--- config.mk ---
export PLATFORM = sky130hd
export DESIGN_NAME = lfsr_raster_timing
export DESIGN_NICKNAME = d
export VERILOG_FILES = /design/src/rtl/vtg_pkg.sv /design/src/rtl/vtg_axis.sv /design/src/rtl/lfsr_raster_timing.sv
export SDC_FILE = /design/constraint.sdc
export NUM_CORES = 1
export LEC_CHECK = 0
export BUFFER_PORTS_ARGS = -buffer_cell sky130_fd_sc_hd__buf_2
export CORE_ASPECT_RATIO = 1.4
export CORE_MARGIN = 10
export CORE_UTILIZATION = 40
export CTS_BUF_LIST = sky130_fd_sc_hd__clkbuf_2
export DETAILED_ROUTE_END_ITERATION = 8
export PLACE_DENSITY = 0.67
export SETUP_SLACK_MARGIN = 0.4
export SLEW_MARGIN = 20
export SYNTH_ARGS = -nofsm -noshare
export SYNTH_HDL_FRONTEND = slang
export SYNTH_SLANG_ARGS = --single-unit
--- constraint.sdc ---
create_clock -name clk -period 2.3 [get_ports clk]
set_input_delay 0.46 -clock clk [delete_from_list [all_inputs] [get_ports clk]]
set_output_delay 0.46 -clock clk [all_outputs]
set_load 0.01 [all_outputs]
--- src/rtl/vtg_pkg.sv ---
package vtg_pkg;

    localparam int LFSR_W = 16;
    typedef logic [LFSR_W-1:0] lfsr_t;
    localparam lfsr_t LFSR_SEED = '1;

    typedef enum logic [1:0] {
        DISP_OFF   = 2'd0,
        DISP_ON    = 2'd1,
        DISP_BLANK = 2'd2
    } disp_state_t;

    // One shift step: left shift, feedback from bits 15, 4, 2, 1
    function automatic lfsr_t lfsr_step(input lfsr_t s);
        return {s[LFSR_W-2:0], s[15] ^ s[4] ^ s[2] ^ s[1]};
    endfunction

    // State reached after n steps from the seed
    function automatic lfsr_t lfsr_encode(input int n);
        lfsr_t s;
        s = LFSR_SEED;
        for (int i = 0; i < n; i++) begin
            s = lfsr_step(s);
        end
        return s;
    endfunction

endpackage

--- src/rtl/vtg_axis.sv ---
module vtg_axis
    import vtg_pkg::*;
#(
    parameter int IDX_W   = 12,
    parameter int SYNC_AT = 0
) (
    input  logic             clk,
    input  logic             rst_n,
    input  logic             adv,
    input  lfsr_t            end_code,
    input  lfsr_t            sync_end_code,
    input  lfsr_t            act_start_code,
    input  lfsr_t            act_end_code,
    output logic             wrap,
    output logic             sync_on,
    output logic             act_on,
    output logic [IDX_W-1:0] idx
);

    localparam lfsr_t SYNC_CODE = lfsr_encode(SYNC_AT);

    lfsr_t            pos_q;
    logic             sync_q;
    logic             act_q;
    logic [IDX_W-1:0] idx_q;

    assign wrap = adv && (pos_q == end_code);

    always_ff @(posedge clk or negedge rst_n) begin
        if (!rst_n) begin
            pos_q <= LFSR_SEED;
        end else if (wrap) begin
            pos_q <= LFSR_SEED;
        end else if (adv) begin
            pos_q <= lfsr_step(pos_q);
        end
    end

    always_ff @(posedge clk or negedge rst_n) begin
        if (!rst_n) begin
            sync_q <= 1'b0;
            act_q  <= 1'b0;
        end else begin
            if (pos_q == SYNC_CODE) begin
                sync_q <= 1'b1;
            end else if (pos_q == sync_end_code) begin
                sync_q <= 1'b0;
            end
            if (pos_q == act_start_code) begin
                act_q <= 1'b1;
            end else if (pos_q == act_end_code) begin
                act_q <= 1'b0;
            end
        end
    end

    always_ff @(posedge clk or negedge rst_n) begin
        if (!rst_n) begin
            idx_q <= '0;
        end else if (adv && act_q) begin
            idx_q <= idx_q + 1'b1;
        end else if (pos_q == act_start_code) begin
            idx_q <= '0;
        end
    end

    assign sync_on = sync_q;
    assign act_on  = act_q;
    assign idx     = idx_q;


    lfsr_nonzero_chk: assert property (@(posedge clk) disable iff (!rst_n)
        pos_q != '0);


    wrap_seed_chk: assert property (@(posedge clk) disable iff (!rst_n)
        wrap |=> (pos_q == LFSR_SEED));


    hold_when_idle_chk: assert property (@(posedge clk) disable iff (!rst_n)
        !adv |=> $stable(pos_q));


    idx_start_zero_chk: assert property (@(posedge clk) disable iff (!rst_n)
        $rose(act_q) |-> (idx_q == '0));

endmodule

--- src/rtl/lfsr_raster_timing.sv ---
module lfsr_raster_timing
    import vtg_pkg::*;
#(
    parameter int COORD_W = 12
) (
    input  logic               clk,
    input  logic               rst_n,
    input  logic [1:0]         blank_mode,
    input  logic [15:0]        h_end_code,
    input  logic [15:0]        h_sync_end_code,
    input  logic [15:0]        h_act_start_code,
    input  logic [15:0]        h_act_end_code,
    input  logic [15:0]        v_end_code,
    input  logic [15:0]        v_sync_end_code,
    input  logic [15:0]        v_act_start_code,
    input  logic [15:0]        v_act_end_code,
    input  logic [COORD_W-1:0] act_width,
    input  logic [COORD_W-1:0] act_height,
    output logic               hsync,
    output logic               vsync,
    output logic               de,
    output logic [COORD_W-1:0] px_x,
    output logic [COORD_W-1:0] px_y
);

    localparam int H_SYNC_AT = 1;
    localparam int V_SYNC_AT = 0;

    logic               h_wrap, v_wrap;
    logic               h_sync, v_sync, h_act, v_act;
    logic [COORD_W-1:0] h_idx, v_idx;
    logic               in_bounds;
    disp_state_t        state_q, state_d;

    vtg_axis #(.IDX_W(COORD_W), .SYNC_AT(H_SYNC_AT)) h_axis_i (
        .clk            (clk),
        .rst_n          (rst_n),
        .adv            (1'b1),
        .end_code       (h_end_code),
        .sync_end_code  (h_sync_end_code),
        .act_start_code (h_act_start_code),
        .act_end_code   (h_act_end_code),
        .wrap           (h_wrap),
        .sync_on        (h_sync),
        .act_on         (h_act),
        .idx            (h_idx)
    );

    vtg_axis #(.IDX_W(COORD_W), .SYNC_AT(V_SYNC_AT)) v_axis_i (
        .clk            (clk),
        .rst_n          (rst_n),
        .adv            (h_wrap),
        .end_code       (v_end_code),
        .sync_end_code  (v_sync_end_code),
        .act_start_code (v_act_start_code),
        .act_end_code   (v_act_end_code),
        .wrap           (v_wrap),
        .sync_on        (v_sync),
        .act_on         (v_act),
        .idx            (v_idx)
    );

    assign in_bounds = (h_idx < act_width) && (v_idx < act_height);

    always_comb begin
        unique case (blank_mode)
            2'b00:   state_d = DISP_ON;
            2'b01:   state_d = DISP_BLANK;
            default: state_d = DISP_OFF;
        endcase
    end

    always_ff @(posedge clk or negedge rst_n) begin
        if (!rst_n) begin
            state_q <= DISP_OFF;
        end else begin
            state_q <= state_d;
        end
    end

    always_comb begin
        hsync = 1'b0;
        vsync = 1'b0;
        de    = 1'b0;
        unique case (state_q)
            DISP_ON: begin
                hsync = h_sync;
                vsync = v_sync;
                de    = h_act && v_act && in_bounds;
            end
            DISP_BLANK: begin
                hsync = h_sync;
                vsync = v_sync;
            end
            default: begin
                hsync = 1'b0;
            end
        endcase
    end

    assign px_x = h_idx;
    assign px_y = v_idx;


    pwrdn_quiet_chk: assert property (@(posedge clk) disable iff (!rst_n)
        blank_mode[1] |=> (!hsync && !vsync && !de));


    frame_wrap_chk: assert property (@(posedge clk) disable iff (!rst_n)
        v_wrap |-> h_wrap);

endmodule

Word level (Yosys, flattened, before mapping):

Cells that the tools add are included.

* bitwise operators: 6
* shifts and indexed selects: 0
* add/sub/neg operators: 2
* div/mod/pow operators: 0
* eq/ne operators: 13
* $lt $le $gt $ge: 2
* reduce and logical (&&, ||, !) cells: 14
* muxes and demuxes: 19
* multiply operators: 0

Operators with widths (count)
* == test 16 bit: 8
* two-way mux 12 bit: 4
* two-way mux 16 bit: 3
* == test 16 bit (second input constant): 2
* adder 12 x 1 -> 12 bit (second input constant): 2
* < comparator 12 bit: 2
* nonzero test 2 bit: 7
* two-way mux 1 bit: 11
* bitwise XOR 1 bit: 6
* logical AND 1 bit: 5
* == test 2 x 1 -> 1 bit (second input constant): 2
* one-hot mux 2 bit (2 select lines): 1
* == test 2 bit (second input constant): 1
* logical NOT 2 bit: 1
* OR reduction 2 bit: 1

* memory bits (writable): 0
* bits in latches: 0
* flip-flop bits (word level): 62
* word-level logic and storage cells: 65
* input bits: 156
* memories: 0
* ROM bits: 0

Longest topological paths before layout:

* depth in word-level cells: 5
* depth in mapped cells: 8

Cells and area by module:

Synthesis repeated with hierarchy kept, for this count alone.

* cells, all modules: 590
* area total of the unflattened synthesis: 5175.0 µm²

Modules (own cells, without submodules)
* vtg_axis (v_axis_i): cells an instance 252, area each 2260.9 µm², instances 1, seq. area each 770.7 µm²
* vtg_axis (h_axis_i): cells an instance 251, area each 2257.2 µm², instances 1, seq. area each 770.7 µm²
* lfsr_raster_timing: cells an instance 87, area each 656.9 µm², instances 1, seq. area each 50.0 µm²

Least setup slack after synthesis:

No wires, ideal clock.

* path type: in2out
* from: input act_width[11]
* to: output de
* setup slack: -0.010 ns
* required time: 1.840 ns
* stages: 7
* data arrival time: 1.850 ns
* buffers on the path: 0
* cells stage by stage: inv_1 ha_1 a22o_1 or3_1 nor3_1 o221ai_1 nor3_1

* word-level cells in the longest chain between the ends: 4

Ends and longest elaborated chain
* start: declaration: RTL line lfsr_raster_timing.sv:17 `input logic [COORD_W-1:0] act_width,`
* < comparator 12 bit: RTL line lfsr_raster_timing.sv:63 `assign in_bounds = (h_idx < act_width) && (v_idx < act_height);`
* logical AND 1 bit: RTL line lfsr_raster_timing.sv:63
* logical AND 1 bit: RTL line lfsr_raster_timing.sv:89 `de = h_act && v_act && in_bounds;`
* two-way mux 1 bit: RTL line lfsr_raster_timing.sv:85 `unique case (state_q)`
* end: declaration: RTL line lfsr_raster_timing.sv:21 `output logic de,`

No other way between the ends.

Worst setup path after layout:

* from: register v_axis_i.idx_q[11], in the netlist v_axis_i.idx[11]
* to: output de

* word-level cells in the longest chain between the ends: 4

Ends and longest elaborated chain
* start: declaration: RTL line vtg_axis.sv:25 `logic [IDX_W-1:0] idx_q;`
* start signal: assignment: RTL line vtg_axis.sv:61 `idx_q <= idx_q + 1'b1;`
* < comparator 12 bit: RTL line lfsr_raster_timing.sv:63
* logical AND 1 bit: RTL line lfsr_raster_timing.sv:63
* logical AND 1 bit: RTL line lfsr_raster_timing.sv:89
* two-way mux 1 bit: RTL line lfsr_raster_timing.sv:85

No other way between the ends.

==> impl_metrics.prom <==
# TYPE chip_impl_metric gauge
chip_impl_info{name="worst_setup_path_startpoint",value="v_axis_i.idx[11]"} 1
chip_impl_metric{name="setup_total_negative_slack",unit="ns"} -0.3719
chip_impl_info{name="rsz0062_at_grt",value="true"} 1
chip_impl_metric{name="finalHoldViolCount",unit=""} 0
chip_impl_metric{name="postLayoutSetupSlackWorst",unit="ns"} -0.3719
chip_impl_metric{name="diodes_inserted",unit=""} 0
chip_impl_info{name="critPathCaptureType",value="output port"} 1
chip_impl_info{name="critical_path.most_common_cell",value="nor3_2"} 1
chip_impl_metric{name="number_of_global_route_vias_before_repair",unit=""} 5299
chip_impl_metric{name="synthCells",unit=""} 523
chip_impl_metric{name="timing.clock.skew",unit="ns"} 0.04205
chip_impl_metric{name="ys_async_sr_fraction",unit=""} 1.000
chip_impl_info{name="result_of_the_run",value="complete, but fails checks"} 1
chip_impl_metric{name="finalInstanceArea",unit="mm^2"} 0.007103
chip_impl_info{name="tritoncts",value="yes"} 1
chip_impl_metric{name="wl_per_cell",unit="um"} 18.22
chip_impl_metric{name="grt_max_degree",unit=""} 34
chip_impl_info{name="yosys-top-cells-area",value="dfstp_2 (18%), xor2_1 (17%), dfrtp_1 (16%)"} 1
chip_impl_metric{name="grt_overflow_total",unit=""} 0
chip_impl_metric{name="synth_warnings",unit=""} 0
chip_impl_metric{name="synthesis.area",unit="mm^2"} 0.004765
chip_impl_metric{name="synth_fp_nets",unit=""} 704
chip_impl_metric{name="placed_area",unit="mm^2"} 0.006118
chip_impl_metric{name="leakagePower",unit="nW"} 3.795
chip_impl_metric{name="gp_congestion",unit=""} 0.9029
chip_impl_info{name="synth_largest_area_cell",value="dfstp_2"} 1
chip_impl_metric{name="grt_usage",unit=""} 0.1872
chip_impl_metric{name="timing.critical_path.arrival",unit="ns"} 2.21
chip_impl_metric{name="dpl.hpwl",unit="mm"} 12.63
chip_impl_metric{name="total_power",unit="mW"} 4.717
chip_impl_metric{name="pre_cts_ws",unit="ns"} -0.2360
chip_impl_info{name="path_class",value="reg -> out"} 1
chip_impl_metric{name="num_rows",unit=""} 47
chip_impl_info{name="clockRootBuffer",value="clkbuf_2"} 1
chip_impl_metric{name="ys_ff_latch",unit=""} 62
chip_impl_metric{name="sinks_on_the_clock_net",unit=""} 62
chip_impl_metric{name="die_y",unit="um"} 149.1
chip_impl_info{name="dominantRegCellSynth",value="dfstp_2"} 1
chip_impl_metric{name="synth-edff-count",unit=""} 0
chip_impl_metric{name="clock_tree.buffer_depth",unit=""} 2
chip_impl_info{name="violated_checks",value="negative setup slack"} 1
chip_impl_metric{name="clock_tree.htree_level_count",unit=""} 3
chip_impl_info{name="cp-start-kind",value="flip-flop"} 1
chip_impl_metric{name="nNetsFinal",unit=""} 938
chip_impl_metric{name="final_period_minus_worst_setup_slack",unit="ns"} 2.672
chip_impl_metric{name="initial_utilization",unit=""} 0.4051
chip_impl_metric{name="worst_ir_drop_vdd",unit="mV"} 0.3697
chip_impl_info{name="timing.critical_path.cells",value="ha_4, a22o_1, or3_1, nor3_2, o221ai_2, nor3_2, buf_2"} 1
chip_impl_metric{name="timing.critical_path.fanout_max",unit=""} 2
chip_impl_metric{name="place.port_buffers",unit=""} 182
chip_impl_metric{name="post-synth-top-area-fraction",unit=""} 0.1765
chip_impl_info{name="min-delay-path-class",value="in -> reg"} 1
chip_impl_info{name="critical_path.endpoint",value="de"} 1
chip_impl_metric{name="drc",unit=""} 0
chip_impl_metric{name="wire_length_of_the_first_global_routing_pass",unit="mm"} 25.93
chip_impl_metric{name="depth_of_the_worst_register_to_register_path",unit=""} 8
chip_impl_metric{name="drt_pre_antenna_iters",unit=""} 5
chip_impl_metric{name="cap_violations",unit=""} 0
chip_impl_metric{name="placed_cells",unit=""} 862
chip_impl_metric{name="synth_cell_types",unit=""} 38
chip_impl_metric{name="max_stage_delay",unit="ns"} 0.46
chip_impl_metric{name="antenna_found_initial",unit=""} 0
chip_impl_metric{name="slew_violations",unit=""} 0
chip_impl_metric{name="boundaryPins",unit=""} 183
chip_impl_metric{name="die_area",unit="mm^2"} 0.01674
chip_impl_metric{name="floorplan.core_area",unit="mm^2"} 0.01176
chip_impl_info{name="rr_endpoint",value="v_axis_i.pos_q[6]"} 1
chip_impl_info{name="timing.critical_path.slowest_stage_cell",value="dfrtp_1"} 1
chip_impl_metric{name="clock_insertion_delay_worst_skew",unit="ns"} 0.54
chip_impl_metric{name="power_density",unit="mW/mm^2"} 664.0
chip_impl_metric{name="wirelength",unit="mm"} 16.56
chip_impl_metric{name="max_freq",unit="GHz"} 0.3743
chip_impl_metric{name="vias",unit=""} 4743
chip_impl_metric{name="required",unit="ns"} 1.84
chip_impl_metric{name="worst_pin_slew",unit="ns"} 0.3942
chip_impl_metric{name="drt_iter0_markers",unit=""} 154
chip_impl_metric{name="mean_area_per_synthesized_cell",unit="um^2"} 9.110
chip_impl_metric{name="max_transition_margin",unit=""} 0.7348
chip_impl_metric{name="syn2layout_area_growth",unit="%"} 49.08
chip_impl_info{name="worstHoldStart",value="blank_mode[0]"} 1
chip_impl_metric{name="die_width",unit="um"} 112.2
chip_impl_info{name="netlist_top_cells_count",value="xor2_1 (90), xnor2_1 (46), dfstp_2 (32), nand2_1 (32), dfrtp_1 (30)"} 1
chip_impl_info{name="yosysMostFrequentCell",value="xor2_1"} 1
chip_impl_metric{name="cts_inserted_buffers",unit=""} 9
chip_impl_metric{name="fin_cells",unit=""} 909
chip_impl_metric{name="drive_gt1_frac",unit=""} 0.5302
chip_impl_metric{name="antenna_nets_post_route",unit=""} 0
chip_impl_metric{name="clk_transition_reported_paths",unit="ns"} 0.18
chip_impl_metric{name="finalCritPeriodShare",unit=""} 1.162
chip_impl_metric{name="r2r_slack",unit="ns"} 0.06
chip_impl_info{name="r2r_start",value="h_axis_i.pos_q[6]"} 1
chip_impl_metric{name="average_via_count_per_standard_cell",unit=""} 5.218
chip_impl_metric{name="seq_area_frac_synth",unit=""} 0.3340
chip_impl_metric{name="setup_viol",unit=""} 1
-- kinds of logic after synthesis --
kind of cell | count (synthesis) | share of synthesized area
simple gates | 156 | 0.1786
xor+xnor | 136 | 0.2500
buf+inv | 69 | 0.06040
flops | 62 | 0.3340
compound gates | 58 | 0.07537
fa+ha+maj | 25 | 0.06565
mux | 17 | 0.03598
-- stage by stage --
step                        util  hold WS (ns)
final                     0.6039       0.09677
after global routing      0.6039       0.04330
after CTS                 0.5789      0.007967
after detailed placement  0.5202        0.4099
after global placement    0.5202        0.4112
after floorplan                -        0.1644
-- timing repair --
action	in CTS	in global routing
hold buffers	1	1
setup endpoints to repair	48	60
setup buffers	17	8
gates cloned	3	1
pin swaps	34	12
hold endpoints to repair	14	1
resized for setup	118	42
-- worst min path at each step --
stage	slack [ns]	cells past startpoint	end
final	0.1	2	state_q[0]
after global routing	0.04	2	state_q[0]
after CTS	0.008	2	state_q[1]
after detailed placement	0.41	1	v_axis_i.idx[1]
after global placement	0.41	1	v_axis_i.idx[1]
after floorplan	0.16	0	h_axis_i.act_on
-- state kept, by name (all words and copies together), names as in the netlist --
signal and flops:
state_q 2, h_axis_i.act_on 1, v_axis_i.act_on 1, h_axis_i.pos_q 16, v_axis_i.sync_on 1, h_axis_i.idx 12
v_axis_i.pos_q 16, h_axis_i.sync_on 1, v_axis_i.idx 12
-- final cells by class --
type	count	area (um^2)
multi-input cells	393	3392
clock inverters	6	87.58
repair buffers	266	1702
fillers	1017	4658
well taps	147	183.9
flip-flops and latches	62	1594
inverters	25	93.84
clock buffers	10	50.05
-- cells in the final DEF (no fill, tap or decap), types with 5 or more instances in the layout --
| cell type | synthesis | layout |
|---|---|---|
| and3_1 | 13 | 10 |
| o21ai_2 | 0 | 13 |
| nand2_4 | 0 | 5 |
| buf_4 | 0 | 56 |
| clkbuf_2 | 0 | 10 |
| o21ai_1 | 0 | 13 |
| mux2i_1 | 16 | 16 |
| buf_6 | 1 | 20 |
| dfstp_2 | 32 | 32 |
| dfrtp_1 | 30 | 28 |
| xor2_1 | 90 | 86 |
| nand2_1 | 32 | 10 |
| ha_1 | 25 | 21 |
| nor2_1 | 12 | 8 |
| nor4_1 | 24 | 18 |
| inv_1 | 25 | 22 |
| nor3_2 | 0 | 6 |
| nand3_1 | 8 | 8 |
| buf_2 | 17 | 181 |
| nand2b_4 | 0 | 14 |
| nor4_2 | 0 | 5 |
| nand4_1 | 28 | 28 |
| xnor2_1 | 46 | 46 |
| a21o_1 | 8 | 8 |
| nand2_2 | 0 | 17 |
-- power by group --
group	total (mW)	switching (mW)	internal, mW
combinational	2.19	0.966	1.23
clock	0.794	0.432	0.362
sequential	1.73	0.320	1.41
total	4.72	1.72	3.00
-- worst max-delay path, delay by kind of cell, from the launching register on --
kind,cells,cell delay [ns]
AO/OA/AOI/OAI,2,0.31
flip-flops,1,0.46
AND/OR/NAND/NOR,3,0.57
buffers and inverters,1,0.14
adder cells (fa/ha/maj),1,0.23
-- routing by layer --
layer	global-route usage	vias up	wire length, um
met5	0	-	0
met4	0.07252	0	412
met3	0.05435	30	1021
met2	0.3441	178	8883
met1	0.1949	2286	6242
li1	-	2249	-
Note: power is estimated with default switching activity, not from simulation.
